**config.mk**
```make
export PLATFORM = sky130hd
export DESIGN_NAME = tri_leg_gate_ctl
export DESIGN_NICKNAME = d
export VERILOG_FILES = /design/src/rtl/tri_leg_pkg.sv /design/src/rtl/leg_glitch_filter.sv /design/src/rtl/leg_pulse_align.sv /design/src/rtl/leg_dead_band.sv /design/src/rtl/tri_leg_gate_ctl.sv
export SDC_FILE = /design/constraint.sdc
export NUM_CORES = 1
export LEC_CHECK = 0
export BUFFER_PORTS_ARGS = -buffer_cell sky130_fd_sc_hd__clkbuf_2
export CAP_MARGIN = 25
export CORE_MARGIN = 2
export CORE_UTILIZATION = 45
export DETAILED_ROUTE_END_ITERATION = 8
export GPL_TIMING_DRIVEN = 1
export PLACE_DENSITY = 0.64
export SLEW_MARGIN = 20
export SYNTH_ARGS = -nofsm -noshare
export SYNTH_HDL_FRONTEND = slang
export SYNTH_HIERARCHICAL = 1
export SYNTH_SLANG_ARGS = --single-unit
```
**constraint.sdc**
```tcl
create_clock -name clk -period 2.2 [get_ports clk]
set_clock_uncertainty 0.1 [all_clocks]
set_input_delay 0.44 -clock clk [delete_from_list [all_inputs] [get_ports clk]]
set_output_delay 0.44 -clock clk [all_outputs]
set_load 0.02 [all_outputs]
```
**src/rtl/tri_leg_pkg.sv**
```systemverilog
package tri_leg_pkg;

    // One leg's pair of active-high switch requests or enables.
    typedef struct packed {
        logic hi;
        logic lo;
    } pair_t;

    // Conduction state of one leg after the dead-band stage.
    typedef enum logic [1:0] {
        LEG_IDLE = 2'd0,
        LEG_HI   = 2'd1,
        LEG_LO   = 2'd2
    } leg_state_e;

    // Interlock: a leg asking for both switches gets neither.
    function automatic pair_t resolve_pair(pair_t req);
        pair_t w;
        w.hi = req.hi & ~req.lo;
        w.lo = req.lo & ~req.hi;
        return w;
    endfunction

endpackage

```
**src/rtl/leg_glitch_filter.sv**
```systemverilog
module leg_glitch_filter #(
    parameter int FILT_CYC = 3
) (
    input  logic clk,
    input  logic rst,
    input  logic din,
    output logic dout
);
    localparam int CW = $clog2(FILT_CYC) + 1;

    logic          raw_q;
    logic          held;
    logic [CW-1:0] run;

    always_ff @(posedge clk) begin
        if (rst) begin
            raw_q <= 1'b0;
            held  <= 1'b0;
            run   <= '0;
        end else begin
            raw_q <= din;
            if (raw_q == held) begin
                run <= '0;
            end else if (run == CW'(FILT_CYC - 1)) begin
                held <= raw_q;
                run  <= '0;
            end else begin
                run <= run + 1'b1;
            end
        end
    end

    assign dout = held;
endmodule

```
**src/rtl/leg_pulse_align.sv**
```systemverilog
module leg_pulse_align
    import tri_leg_pkg::*;
#(
    parameter int MIN_HI_CYC = 8
) (
    input  logic  clk,
    input  logic  rst,
    input  pair_t req,
    output pair_t aligned
);
    localparam int M = MIN_HI_CYC;

    logic [M-1:0] hi_line;
    logic [M-1:0] lo_line;
    logic         hi_q;
    logic         lo_q;

    // Both sides travel through equal-length lines so their latency matches.
    // A high pulse is let out only if the whole line was full when its
    // leading edge reached the end, i.e. it lasted at least M cycles.
    always_ff @(posedge clk) begin
        if (rst) begin
            hi_line <= '0;
            lo_line <= '0;
            hi_q    <= 1'b0;
            lo_q    <= 1'b0;
        end else begin
            hi_line <= (hi_line << 1) | M'(req.hi);
            lo_line <= (lo_line << 1) | M'(req.lo);
            hi_q    <= hi_line[M-1] & (hi_q | (&hi_line));
            lo_q    <= lo_line[M-1];
        end
    end

    assign aligned.hi = hi_q;
    assign aligned.lo = lo_q;
endmodule

```
**src/rtl/leg_dead_band.sv**
```systemverilog
module leg_dead_band
    import tri_leg_pkg::*;
#(
    parameter int DEAD_CYC = 5
) (
    input  logic  clk,
    input  logic  rst,
    input  logic  force_off,
    input  pair_t req,
    output pair_t gate
);
    localparam int DW = $clog2(DEAD_CYC + 1) + 1;

    leg_state_e    state, state_nx;
    logic [DW-1:0] off_run, off_run_nx;
    pair_t         want;
    logic          ready;

    always_comb begin
        want  = resolve_pair(req);
        ready = (off_run >= DW'(DEAD_CYC));
        case (state)
            LEG_HI:  state_nx = want.hi ? LEG_HI : LEG_IDLE;
            LEG_LO:  state_nx = want.lo ? LEG_LO : LEG_IDLE;
            default: begin
                if (ready && want.hi)      state_nx = LEG_HI;
                else if (ready && want.lo) state_nx = LEG_LO;
                else                       state_nx = LEG_IDLE;
            end
        endcase
        if (force_off) state_nx = LEG_IDLE;

        if (force_off || state_nx != LEG_IDLE) off_run_nx = '0;
        else if (off_run < DW'(DEAD_CYC))      off_run_nx = off_run + 1'b1;
        else                                   off_run_nx = off_run;
    end

    always_ff @(posedge clk) begin
        if (rst) begin
            state   <= LEG_IDLE;
            off_run <= '0;
        end else begin
            state   <= state_nx;
            off_run <= off_run_nx;
        end
    end

    assign gate.hi = (state == LEG_HI);
    assign gate.lo = (state == LEG_LO);
endmodule

```
**src/rtl/tri_leg_gate_ctl.sv**
```systemverilog
module tri_leg_gate_ctl
    import tri_leg_pkg::*;
#(
    parameter int NUM_LEGS   = 3,
    parameter int FILT_CYC   = 3,
    parameter int MIN_HI_CYC = 8,
    parameter int DEAD_CYC   = 5,
    parameter bit HI_INPHASE = 1'b0
) (
    input  logic                clk,
    input  logic                rst,
    input  logic                force_off,
    input  logic [NUM_LEGS-1:0] hi_cmd_n,
    input  logic [NUM_LEGS-1:0] lo_cmd_n,
    output logic [NUM_LEGS-1:0] hi_gate,
    output logic [NUM_LEGS-1:0] lo_gate
);
    for (genvar g = 0; g < NUM_LEGS; g++) begin : g_leg
        pair_t raw_req;
        pair_t filt_req;
        pair_t algn_req;
        pair_t gate_pair;

        if (HI_INPHASE) begin : g_hi_pol
            assign raw_req.hi = hi_cmd_n[g];
        end else begin : g_hi_pol
            assign raw_req.hi = ~hi_cmd_n[g];
        end
        assign raw_req.lo = ~lo_cmd_n[g];

        leg_glitch_filter #(.FILT_CYC(FILT_CYC)) u_filt_hi (
            .clk (clk),
            .rst (rst),
            .din (raw_req.hi),
            .dout(filt_req.hi)
        );

        leg_glitch_filter #(.FILT_CYC(FILT_CYC)) u_filt_lo (
            .clk (clk),
            .rst (rst),
            .din (raw_req.lo),
            .dout(filt_req.lo)
        );

        leg_pulse_align #(.MIN_HI_CYC(MIN_HI_CYC)) u_align (
            .clk    (clk),
            .rst    (rst),
            .req    (filt_req),
            .aligned(algn_req)
        );

        leg_dead_band #(.DEAD_CYC(DEAD_CYC)) u_dead (
            .clk      (clk),
            .rst      (rst),
            .force_off(force_off),
            .req      (algn_req),
            .gate     (gate_pair)
        );

        assign hi_gate[g] = gate_pair.hi;
        assign lo_gate[g] = gate_pair.lo;
    end
endmodule

```
======== After elaboration in Yosys (flattened, before gate mapping) ========
Cells that the tools add are included.
storage, ports and cells
  word-level logic and storage cells ...... 153
  bits of input ports ..................... 9
  output and inout port bits .............. 6
  flip-flop bits (word level) ............. 102
cells by class
  add/sub/neg operators ................... 9
  multiplexer cells ....................... 18
  bitwise logic cells ..................... 36
  reductions and logical operators ........ 30
  eq/ne operators ......................... 18
  order comparisons ....................... 6
operator list
  cell                   count
  $or A8 B1 Y8           6
  $mux W2                12
  $reduce_and A8 Y1      3
  $add A3 B1 Y3 const B  6
  $eq A3 B2 Y1 const B   6
  $not A1 Y1             18
  $reduce_or A3 Y1       6
  $add A4 B1 Y4 const B  3
  $ge A4 B3 Y1 const B   3
  $lt A4 B3 Y1 const B   3
  $pmux W2 S2            3
  $reduce_and A2 Y1      6
  $and A1 B1 Y1          9
  $eq A1 B1 Y1           6
  $eq A2 B1 Y1 const B   3
  $eq A2 B2 Y1 const B   3
  $logic_and A1 B1 Y1    6
  $reduce_bool A2 Y1     3
  $reduce_or A2 Y1       3
  $logic_or A1 B1 Y1     3
  $mux W1                3
  $or A1 B1 Y1           3

======== Longest topological paths before layout ========
Gate-level depths: netlist (run 1).
  word-level depth ........................ 10
  gate-level depth with buffers ........... 5
  mapped depth without buffers ............ 5

======== Hierarchy ========
Netlist (run 1), hierarchy kept.
modules (own cells, without submodules)
  module             area each (µm²)  cells each  sequential area each (µm²)  instances
  leg_pulse_align    523.0            41          360.3                       3
  leg_glitch_filter  201.4            20          100.1                       6
  leg_dead_band      384.1            39          120.1                       3
  tri_leg_gate_ctl   22.5             6           0.0                         1

======== Least setup slack after synthesis (run 1) ========
OpenSTA, ideal clock, no wires.
  kind .................................... register to register
  start ................................... register g_leg[0].u_dead.state[0]
  end ..................................... register g_leg[0].u_dead.off_run[0]
  arrival time ............................ 1358 ps
  buffers on the path ..................... 0
  library setup time ...................... 86 ps
  cell stages (with the launch flop) ...... 6
  clock period less this slack ............ 1545 ps
  data required time ...................... 2014 ps
  path slack .............................. 655 ps
  path through ............................ dfxtp_1 > inv_1 > ha_1 > o21ai_0 > o22ai_1 > a221oi_2
on the way
  word-level cells in the longest chain between the ends .. 6
  elaborated cells on any way between the ends .. 7
  classes of those cells .................. 2 x eq/ne; 2 x mux; 3 x reduce/logical
RTL lines
  element                                              RTL line             source
  start: declaration                                   leg_dead_band.sv:14  leg_state_e state, state_nx;
  start signal: assignment                             leg_dead_band.sv:43  state <= state_nx;
  $eq A2 B2 Y1 / $eq A2 B1 Y1 (equally long branches)  leg_dead_band.sv:22  case (state)
  $pmux W2 S2 (*)                                      leg_dead_band.sv:22
  $mux W2 (*)                                          leg_dead_band.sv:31  if (force_off) state_nx = LEG_IDLE;
  $reduce_bool A2 Y1 (*)                               leg_dead_band.sv:33  if (force_off || state_nx != LEG_IDLE) off_run_nx = '0;
  $logic_or A1 B1 Y1 (*)                               leg_dead_band.sv:33
  $reduce_or A2 Y1 (no source line) (*)                --
  end signal: assignment                               leg_dead_band.sv:44  off_run <= off_run_nx;
  end: declaration                                     leg_dead_band.sv:15  logic [DW-1:0] off_run, off_run_nx;
Mark *: on every way between the ends. The rest lies on a longest branch, timed or not.
A chain may end at the register's enable or synchronous reset.

======== Worst setup path after layout (run 1) ========
Ends and elaborated chain as after synthesis.

==> results.sh, run 1 <==
export IMPL_clock_sinks=102
export IMPL_max_cap_violations=0
export IMPL_finalWorstPathRequiredPeriod_ps=1690
export IMPL_yosysWarningCount=6
export IMPL_worst_min_path_start="hi_cmd_n[1]"
export IMPL_number_of_global_route_vias_before_repair=2277
export IMPL_yosys_cell_types_count=28
export IMPL_core_area_mm2=0.00864
export IMPL_fin_setup_tns_ps=0
export IMPL_dpl_cell_count=480
export IMPL_share_of_yosys_cell_area_claimed_by_the_top_area_cell_type=0.517
export IMPL_hpwl_um=3700
export IMPL_timing_worst_setup_path_type="flop to flop"
export IMPL_routed_via_density=4.71
export IMPL_final_period_utilization=0.770
export IMPL_drt_pre_antenna_iters=4
export IMPL_data_required_time_at_the_worst_endpoint_ps=2370
export IMPL_hold_path_depth=3
export IMPL_cts_hold_buffers=0
export IMPL_mappedNetlistArea_mm2=0.00395
export IMPL_status="complete, no violations"
export IMPL_areaGrowthSynthToFinish_pct=8.67
export IMPL_max_freq_mhz=591
export IMPL_worst_endpoint_arrival_ps=1860
export IMPL_grt_setup_unrepaired="false"
export IMPL_crit_reg2reg_capture="g_leg[0].u_dead/off_run[0]"
export IMPL_post_synth_edffs=0
export IMPL_cts_repair_resize_count=0
export IMPL_synth_top_cell_by_area="sky130_fd_sc_hd__dfxtp_1"
export IMPL_worstSkewPairLatency_ps=350
export IMPL_design_final_nets=419
export IMPL_drt_wirelength_per_cell_um=10.6
export IMPL_placed_area_mm2=0.00411
export IMPL_synthTopCellsByArea="sky130_fd_sc_hd__dfxtp_1 (52%), sky130_fd_sc_hd__nor2b_1 (10%), sky130_fd_sc_hd__ha_1 (8.5%)"
export IMPL_cts_root_buf="sky130_fd_sc_hd__clkbuf_8"
export IMPL_synthMostInstantiatedCell="sky130_fd_sc_hd__dfxtp_1"
export IMPL_critical_path_max_stage_delay_ps=340
export IMPL_grt_overflow_total=0
export IMPL_worstReg2RegStart="g_leg[0].u_dead/state[0]"
export IMPL_cts_htree_levels=3
export IMPL_clock_tree_buffer_depth=2
export IMPL_detail_route_antenna_nets=0
export IMPL_floorplan_die_width_um=97.7
export IMPL_cpLargestDelayFamily="compound AO/OA/AOI/OAI gates"
export IMPL_final_core_util=0.497
export IMPL_critPathMaxFanout=4
export IMPL_drc=0
export IMPL_clkSlewWorstSetupHoldPaths_ps=90
export IMPL_largest_voltage_drop_on_the_vdd_net_mv=0.298
export IMPL_worst_pin_slew_ps=434
export IMPL_netlist_instances=366
export IMPL_post_cts_setup_buffer_count=0
export IMPL_async_set_reset_flop_share_out_of_synthesis=0
export IMPL_synth_sequential_area_ratio=0.517
export IMPL_drtIter0Drc=54
export IMPL_globalRouteTotalUtil=0.122
export IMPL_fp_dieArea_mm2=0.00955
export IMPL_post_route_cell_area_mm2=0.00430
export IMPL_max_slew_margin=0.711
export IMPL_placement_rows=34
export IMPL_cellLeakagePower_nw=1.70
export IMPL_final_instance_count_excl_fill=495
export IMPL_cp_start_kind="flop"
export IMPL_via_count=2331
export IMPL_antenna_cells=0
export IMPL_cp_buffers_inverters=1
export IMPL_final_layout_size_suffix_gt1_frac=0.142
export IMPL_count_of_cell_instances_traversed_by_the_critical_path=5
export IMPL_critical_path_endpoint_type="flop"
export IMPL_tritoncts_clock_tree="built"
export IMPL_setup_violations=0
export IMPL_cts_buffers=9
export IMPL_final_max_slew_violation_count=0
export IMPL_rr_worst_depth=5
export IMPL_synth_ff_latch_count=102
export IMPL_cellPowerDensity_mw_per_mm2=724
export IMPL_hold_path_end="g_leg[1].u_filt_hi/raw_q"
export IMPL_path_cells="inv_1 -> ha_1 -> o21ai_0 -> o22ai_1 -> a221oi_2"
export IMPL_first_pass_grt_wire_length_um=9670
export IMPL_timing_reg2reg_setup_slack_ps=510
export IMPL_start_util=0.458
export IMPL_final_hold_worst_slack_ps=236
export IMPL_ys_flop_type="sky130_fd_sc_hd__dfxtp_1"
export IMPL_top_post_synthesis_cells_by_count="sky130_fd_sc_hd__dfxtp_1 (102), sky130_fd_sc_hd__nor2b_1 (63), sky130_fd_sc_hd__inv_1 (33)"
export IMPL_initial_antenna_violation_count=0
export IMPL_io_buffer_count=14
export IMPL_routed_wirelength_um=5230
export IMPL_endpoints_failing_hold=0
export IMPL_syn_area_cell_um2=10.8
export IMPL_grt_start_max_net_pins=30
export IMPL_holdCritPathClass="input pin to flop"
export IMPL_io_pins=15
export IMPL_critical_path_slowest_cell="sky130_fd_sc_hd__dfxtp_1"
export IMPL_gpl_final_weighted_congestion=0.727
export IMPL_syn_nets=402
export IMPL_chipHeight_um=97.7
## cell usage in the layout, fill, tap and decap left out, drive strengths merged, types with 3 or more instances in the layout
| cell type | synthesis | routed |
|---|---|---|
| a221oi | 6 | 6 |
| nand2b | 6 | 6 |
| o21ai | 9 | 9 |
| o22ai | 3 | 3 |
| dfxtp | 102 | 102 |
| buf | 12 | 4 |
| ha | 27 | 27 |
| and4 | 3 | 3 |
| clkbuf | 0 | 26 |
| a41oi | 6 | 6 |
| nor2 | 21 | 21 |
| or3 | 9 | 9 |
| nor4b | 6 | 6 |
| nor3 | 6 | 6 |
| nand2 | 3 | 3 |
| xnor2 | 6 | 6 |
| inv | 33 | 34 |
| a211o | 3 | 3 |
| or2 | 3 | 3 |
| mux2i | 9 | 9 |
| or3b | 3 | 3 |
| a211oi | 6 | 6 |
| nor3b | 9 | 9 |
| nor2b | 69 | 69 |
| a21oi | 6 | 6 |
## how the worst max path moves through the flow
stage / start / slack, ps / to
final: g_leg[0].u_dead/state[0] / 510 / g_leg[0].u_dead/off_run[0]
after global routing: g_leg[2].u_dead/state[0] / 310 / g_leg[2].u_dead/off_run[1]
after CTS: g_leg[2].u_dead/state[0] / 480 / g_leg[2].u_dead/off_run[1]
after detailed placement: g_leg[2].u_dead/state[0] / 510 / g_leg[2].u_dead/off_run[1]
after global placement: rst / 590 / g_leg[1].u_dead/state[1]
after floorplan: g_leg[0].u_dead/state[0] / 660 / g_leg[0].u_dead/off_run[0]
## layer usage
| metal | vias up | routed length (um) | track usage |
|---|---|---|---|
| met5 | - | 0 | 0 |
| met4 | 0 | 146 | 0.0737 |
| met3 | 12 | 93 | 0.0237 |
| met2 | 18 | 2440 | 0.197 |
| met1 | 1059 | 2550 | 0.152 |
| li1 | 1242 | - | - |
## cells by family after synthesis
group / count (synthesis) / share of synthesized area
simple gates: 138 / 0.229
flops: 102 / 0.517
buf+inv: 45 / 0.0551
compound gates: 39 / 0.0779
fa+ha+maj: 27 / 0.0855
mux: 9 / 0.0228
xor+xnor: 6 / 0.0133
## where the power goes
group          switching, mW  internal [mW]  total [mW]
combinational         0.0604         0.0476       0.108
sequential            0.0156           1.86        1.88
clock                  0.570          0.555        1.12
## state kept, by name, indices dropped and copies added, names as in the netlist
signal	count
g_leg.u_align/hi_line	24
g_leg.u_align/hi_q	3
g_leg.u_align/lo_line	24
g_leg.u_align/lo_q	3
g_leg.u_dead/off_run	12
g_leg.u_dead/state	6
g_leg.u_filt_hi/dout	3
g_leg.u_filt_hi/raw_q	3
g_leg.u_filt_hi/run	9
g_leg.u_filt_lo/dout	3
g_leg.u_filt_lo/raw_q	3
g_leg.u_filt_lo/run	9
## worst register-to-register path, stage by stage, from the launching register on
cell and delay (ps):
sky130_fd_sc_hd__dfxtp_1 340, sky130_fd_sc_hd__inv_1 50, sky130_fd_sc_hd__ha_1 310, sky130_fd_sc_hd__o21ai_0 280, sky130_fd_sc_hd__o22ai_1 240, sky130_fd_sc_hd__a221oi_2 310
## final cells by class
cell class | count | area (um^2)
Clock buffer | 12 | 145
Clock inverter | 3 | 43.8
Fill cell | 810 | 4340
Inverter | 33 | 124
Multi-Input combinational cell | 219 | 1690
Sequential cell | 102 | 2040
Tap cell | 108 | 135
Timing Repair Buffer | 18 | 113
## per-stage QoR
stage | worst slack (ps) | total power, mW
after floorplan | 655 | 1.99
after global placement | 589 | 2.03
after detailed placement | 510 | 2.03
after CTS | 483 | 3.17
after global routing | 313 | 3.26
final | 507 | 3.11
No activity file was read; power rests on OpenSTA's default activity.
==> run 2: changes to the inputs <==
--- a/config.mk
+++ b/config.mk
@@ -5,6 +5,7 @@
 export SDC_FILE = /design/constraint.sdc
 export NUM_CORES = 1
 export LEC_CHECK = 0
+export ABC_AREA = 1
 export BUFFER_PORTS_ARGS = -buffer_cell sky130_fd_sc_hd__clkbuf_2
 export CAP_MARGIN = 25
 export CORE_MARGIN = 2
==> constraint.sdc (replaced) <==
create_clock -name clk -period 1.68 [get_ports clk]
set_clock_uncertainty 0.1 [all_clocks]
set_input_delay 0.336 -clock clk [delete_from_list [all_inputs] [get_ports clk]]
set_output_delay 0.336 -clock clk [all_outputs]
set_load 0.02 [all_outputs]
==> results.sh, run 2 <==
export IMPL_status="complete, no violations"
export IMPL_max_slew_margin=0.831
export IMPL_groute_layer_met3_usage=0.0501
export IMPL_post_cts_setup_buffer_count=0
export IMPL_grt_start_max_net_pins=62
export IMPL_routed_via_density=4.19
export IMPL_cts_buffers=9
export IMPL_areaGrowthSynthToFinish_pct=6.42
export IMPL_routed_wirelength_um=5230
export IMPL_max_cap_violations=0
export IMPL_cellLeakagePower_nw=1.89
export IMPL_drt_wirelength_per_cell_um=8.22
export IMPL_core_area_mm2=0.00881
export IMPL_critical_path_endpoint_type="primary output"
export IMPL_post_synth_mux_area_share=0
export IMPL_cp_start_kind="flop"
export IMPL_critPathMaxFanout=2
export IMPL_top_post_synthesis_cells_by_count="sky130_fd_sc_hd__inv_1 (120), sky130_fd_sc_hd__nor2_1 (120), sky130_fd_sc_hd__dfxtp_1 (102)"
export IMPL_synthesized_area_fraction_occupied_by_and_or_nand_nor_cells=0.200
export IMPL_cts_root_buf="sky130_fd_sc_hd__clkbuf_8"
export IMPL_cts_repair_resize_count=0
export IMPL_clock_sinks=102
export IMPL_final_period_utilization=0.906
export IMPL_final_max_slew_violation_count=0
export IMPL_antenna_cells=0
export IMPL_mappedNetlistArea_mm2=0.00413
export IMPL_largest_voltage_drop_on_the_vdd_net_mv=0.437
export IMPL_floorplan_die_width_um=99.8
export IMPL_timing_worst_setup_path_type="flop to primary output"
export IMPL_fin_setup_tns_ps=0
export IMPL_worst_endpoint_arrival_ps=1090
export IMPL_cts_hold_buffers=0
export IMPL_worstSkewPairLatency_ps=340
export IMPL_synth_sequential_area_ratio=0.495
export IMPL_tritoncts_clock_tree="built"
export IMPL_synth_ff_latch_count=102
export IMPL_syn_area_cell_um2=8.10
export IMPL_gpl_final_weighted_congestion=0.785
export IMPL_post_synth_edffs=0
export IMPL_fp_dieArea_mm2=0.00996
export IMPL_initial_antenna_violation_count=0
export IMPL_grt_overflow_total=0
export IMPL_worst_pin_slew_ps=254
export IMPL_placement_rows=34
export IMPL_via_count=2668
export IMPL_cts_htree_levels=3
export IMPL_share_of_yosys_cell_area_claimed_by_the_top_area_cell_type=0.495
export IMPL_start_util=0.469
export IMPL_clock_tree_buffer_depth=2
export IMPL_finalWorstPathRequiredPeriod_ps=1520
export IMPL_io_pins=15
export IMPL_grt_busiest_layer="met2"
export IMPL_globalRouteTotalUtil=0.124
export IMPL_setup_violations=0
export IMPL_drc=0
export IMPL_data_required_time_at_the_worst_endpoint_ps=1240
export IMPL_dpl_cell_count=622
export IMPL_first_pass_grt_wire_length_um=10100
export IMPL_syn_nets=546
export IMPL_endpoints_failing_hold=0
export IMPL_design_final_nets=561
export IMPL_drt_pre_antenna_iters=4
export IMPL_holdCritPathClass="input pin to flop"
export IMPL_top_regs="g_leg.u_align/hi_line: 24 flops, g_leg.u_align/lo_line: 24 flops, g_leg.u_dead/off_run: 12 flops"
export IMPL_final_instance_count_excl_fill=636
export IMPL_netlist_instances=510
export IMPL_layout_common_cells="sky130_fd_sc_hd__inv_1 (120), sky130_fd_sc_hd__nor2_1 (120), sky130_fd_sc_hd__dfxtp_1 (102)"
export IMPL_io_buffer_count=14
export IMPL_synth_adder_area_share=0.0818
export IMPL_grt_setup_unrepaired="false"
export IMPL_async_set_reset_flop_share_out_of_synthesis=0
export IMPL_yosys_cell_types_count=21
export IMPL_detail_route_antenna_nets=0
export IMPL_globalRouteMet1Util=0.137
export IMPL_final_layout_size_suffix_gt1_frac=0.108
export IMPL_synth_compound_gate_area_share=0.0600
export IMPL_chipHeight_um=99.8
export IMPL_post_synth_xor_area_fraction=0.0191
export IMPL_cellPowerDensity_mw_per_mm2=888
export IMPL_hpwl_um=3760
export IMPL_clkSlewWorstSetupHoldPaths_ps=80
export IMPL_drtIter0Drc=86
export IMPL_max_freq_mhz=657
export IMPL_synth_top_cell_by_area="sky130_fd_sc_hd__dfxtp_1"
export IMPL_met2_usage=0.216
export IMPL_ys_flop_type="sky130_fd_sc_hd__dfxtp_1"
export IMPL_number_of_global_route_vias_before_repair=2579
export IMPL_yosysWarningCount=6
export IMPL_synthTopCellsByArea="sky130_fd_sc_hd__dfxtp_1 (49%), sky130_fd_sc_hd__inv_1 (11%), sky130_fd_sc_hd__nor2_1 (11%)"
export IMPL_dominant_combinational_cell_family_by_area_after_synthesis="simple AND/OR/NAND/NOR gates"
[run 2: changes by cell type after synthesis, moves of 9 or more]
cell | before | now
sky130_fd_sc_hd__or3_1 | 9 | 0
sky130_fd_sc_hd__inv_1 | 33 | 120
sky130_fd_sc_hd__nand2_2 | 0 | 9
sky130_fd_sc_hd__nor2b_1 | 63 | 0
sky130_fd_sc_hd__nor2_1 | 21 | 120
sky130_fd_sc_hd__nand2_1 | 3 | 60
sky130_fd_sc_hd__mux2i_1 | 9 | 0
[run 2: critical path, cell delays in order, from the launching register on]
cell and delay (ps):
sky130_fd_sc_hd__dfxtp_1 340, sky130_fd_sc_hd__inv_1 50, sky130_fd_sc_hd__ha_1 200, sky130_fd_sc_hd__clkbuf_2 160
[run 2: stage by stage]
stage / setup WS, ps / utilization / total power, mW / hold WS, ps / instance area, um^2
3_3_place_gp: 323 / 0.481 / 2.67 / 289 / 4240
6_report: 159 / 0.499 / 3.90 / 92.5 / 4390
2_1_floorplan: 390 / - / 2.65 / 288 / 4130
5_1_grt: 47.9 / 0.499 / 4.12 / 82.4 / 4390
4_1_cts: 121 / 0.499 / 3.98 / 71.9 / 4390
3_5_place_dp: 266 / 0.481 / 2.68 / 292 / 4240
[run 2: power breakdown]
part	switching, mW	total [mW]	internal, mW
Combinational	0.0951	0.155	0.0600
Sequential	0.0229	2.47	2.44
Clock	0.714	1.28	0.566
Total	0.832	3.90	3.07
[run 2: logic make-up after synthesis]
group                    after synthesis
AO/OA/AOI/OAI                         33
XOR/XNOR                               9
adder cells (fa/ha/maj)               27
buffers and inverters                138
flip-flops                           102
AND/OR/NAND/NOR                      201
[run 2: final cells by class]
class,instances,area [um^2]
Timing Repair Buffer,16,97.6
Tap cell,108,135
Multi-Input combinational cell,270,1490
Clock buffer,13,149
Inverter,126,473
Fill cell,839,4410
Clock inverter,1,7.51
Sequential cell,102,2040
[run 2: worst paths after layout]
| check | from | endpoint | slack, ps | cells past startpoint |
|---|---|---|---|---|
| max reg2reg | g_leg[2].u_dead/off_run[1] | g_leg[2].u_dead/off_run[3] | 250 | 8 |
| max | g_leg[1].u_dead/state[0] | lo_gate[1] | 160 | 3 |
| min | hi_cmd_n[2] | g_leg[2].u_filt_hi/raw_q | 90 | 4 |
| min reg2reg | g_leg[0].u_align/lo_line[1] | g_leg[0].u_align/lo_line[2] | 300 | 2 |
[run 2: metal layers]
layer / vias to the layer above / wire length, um
met5: - / 0
met4: 0 / 52
met3: 5 / 220
met2: 25 / 2490
met1: 1145 / 2470
li1: 1493 / -
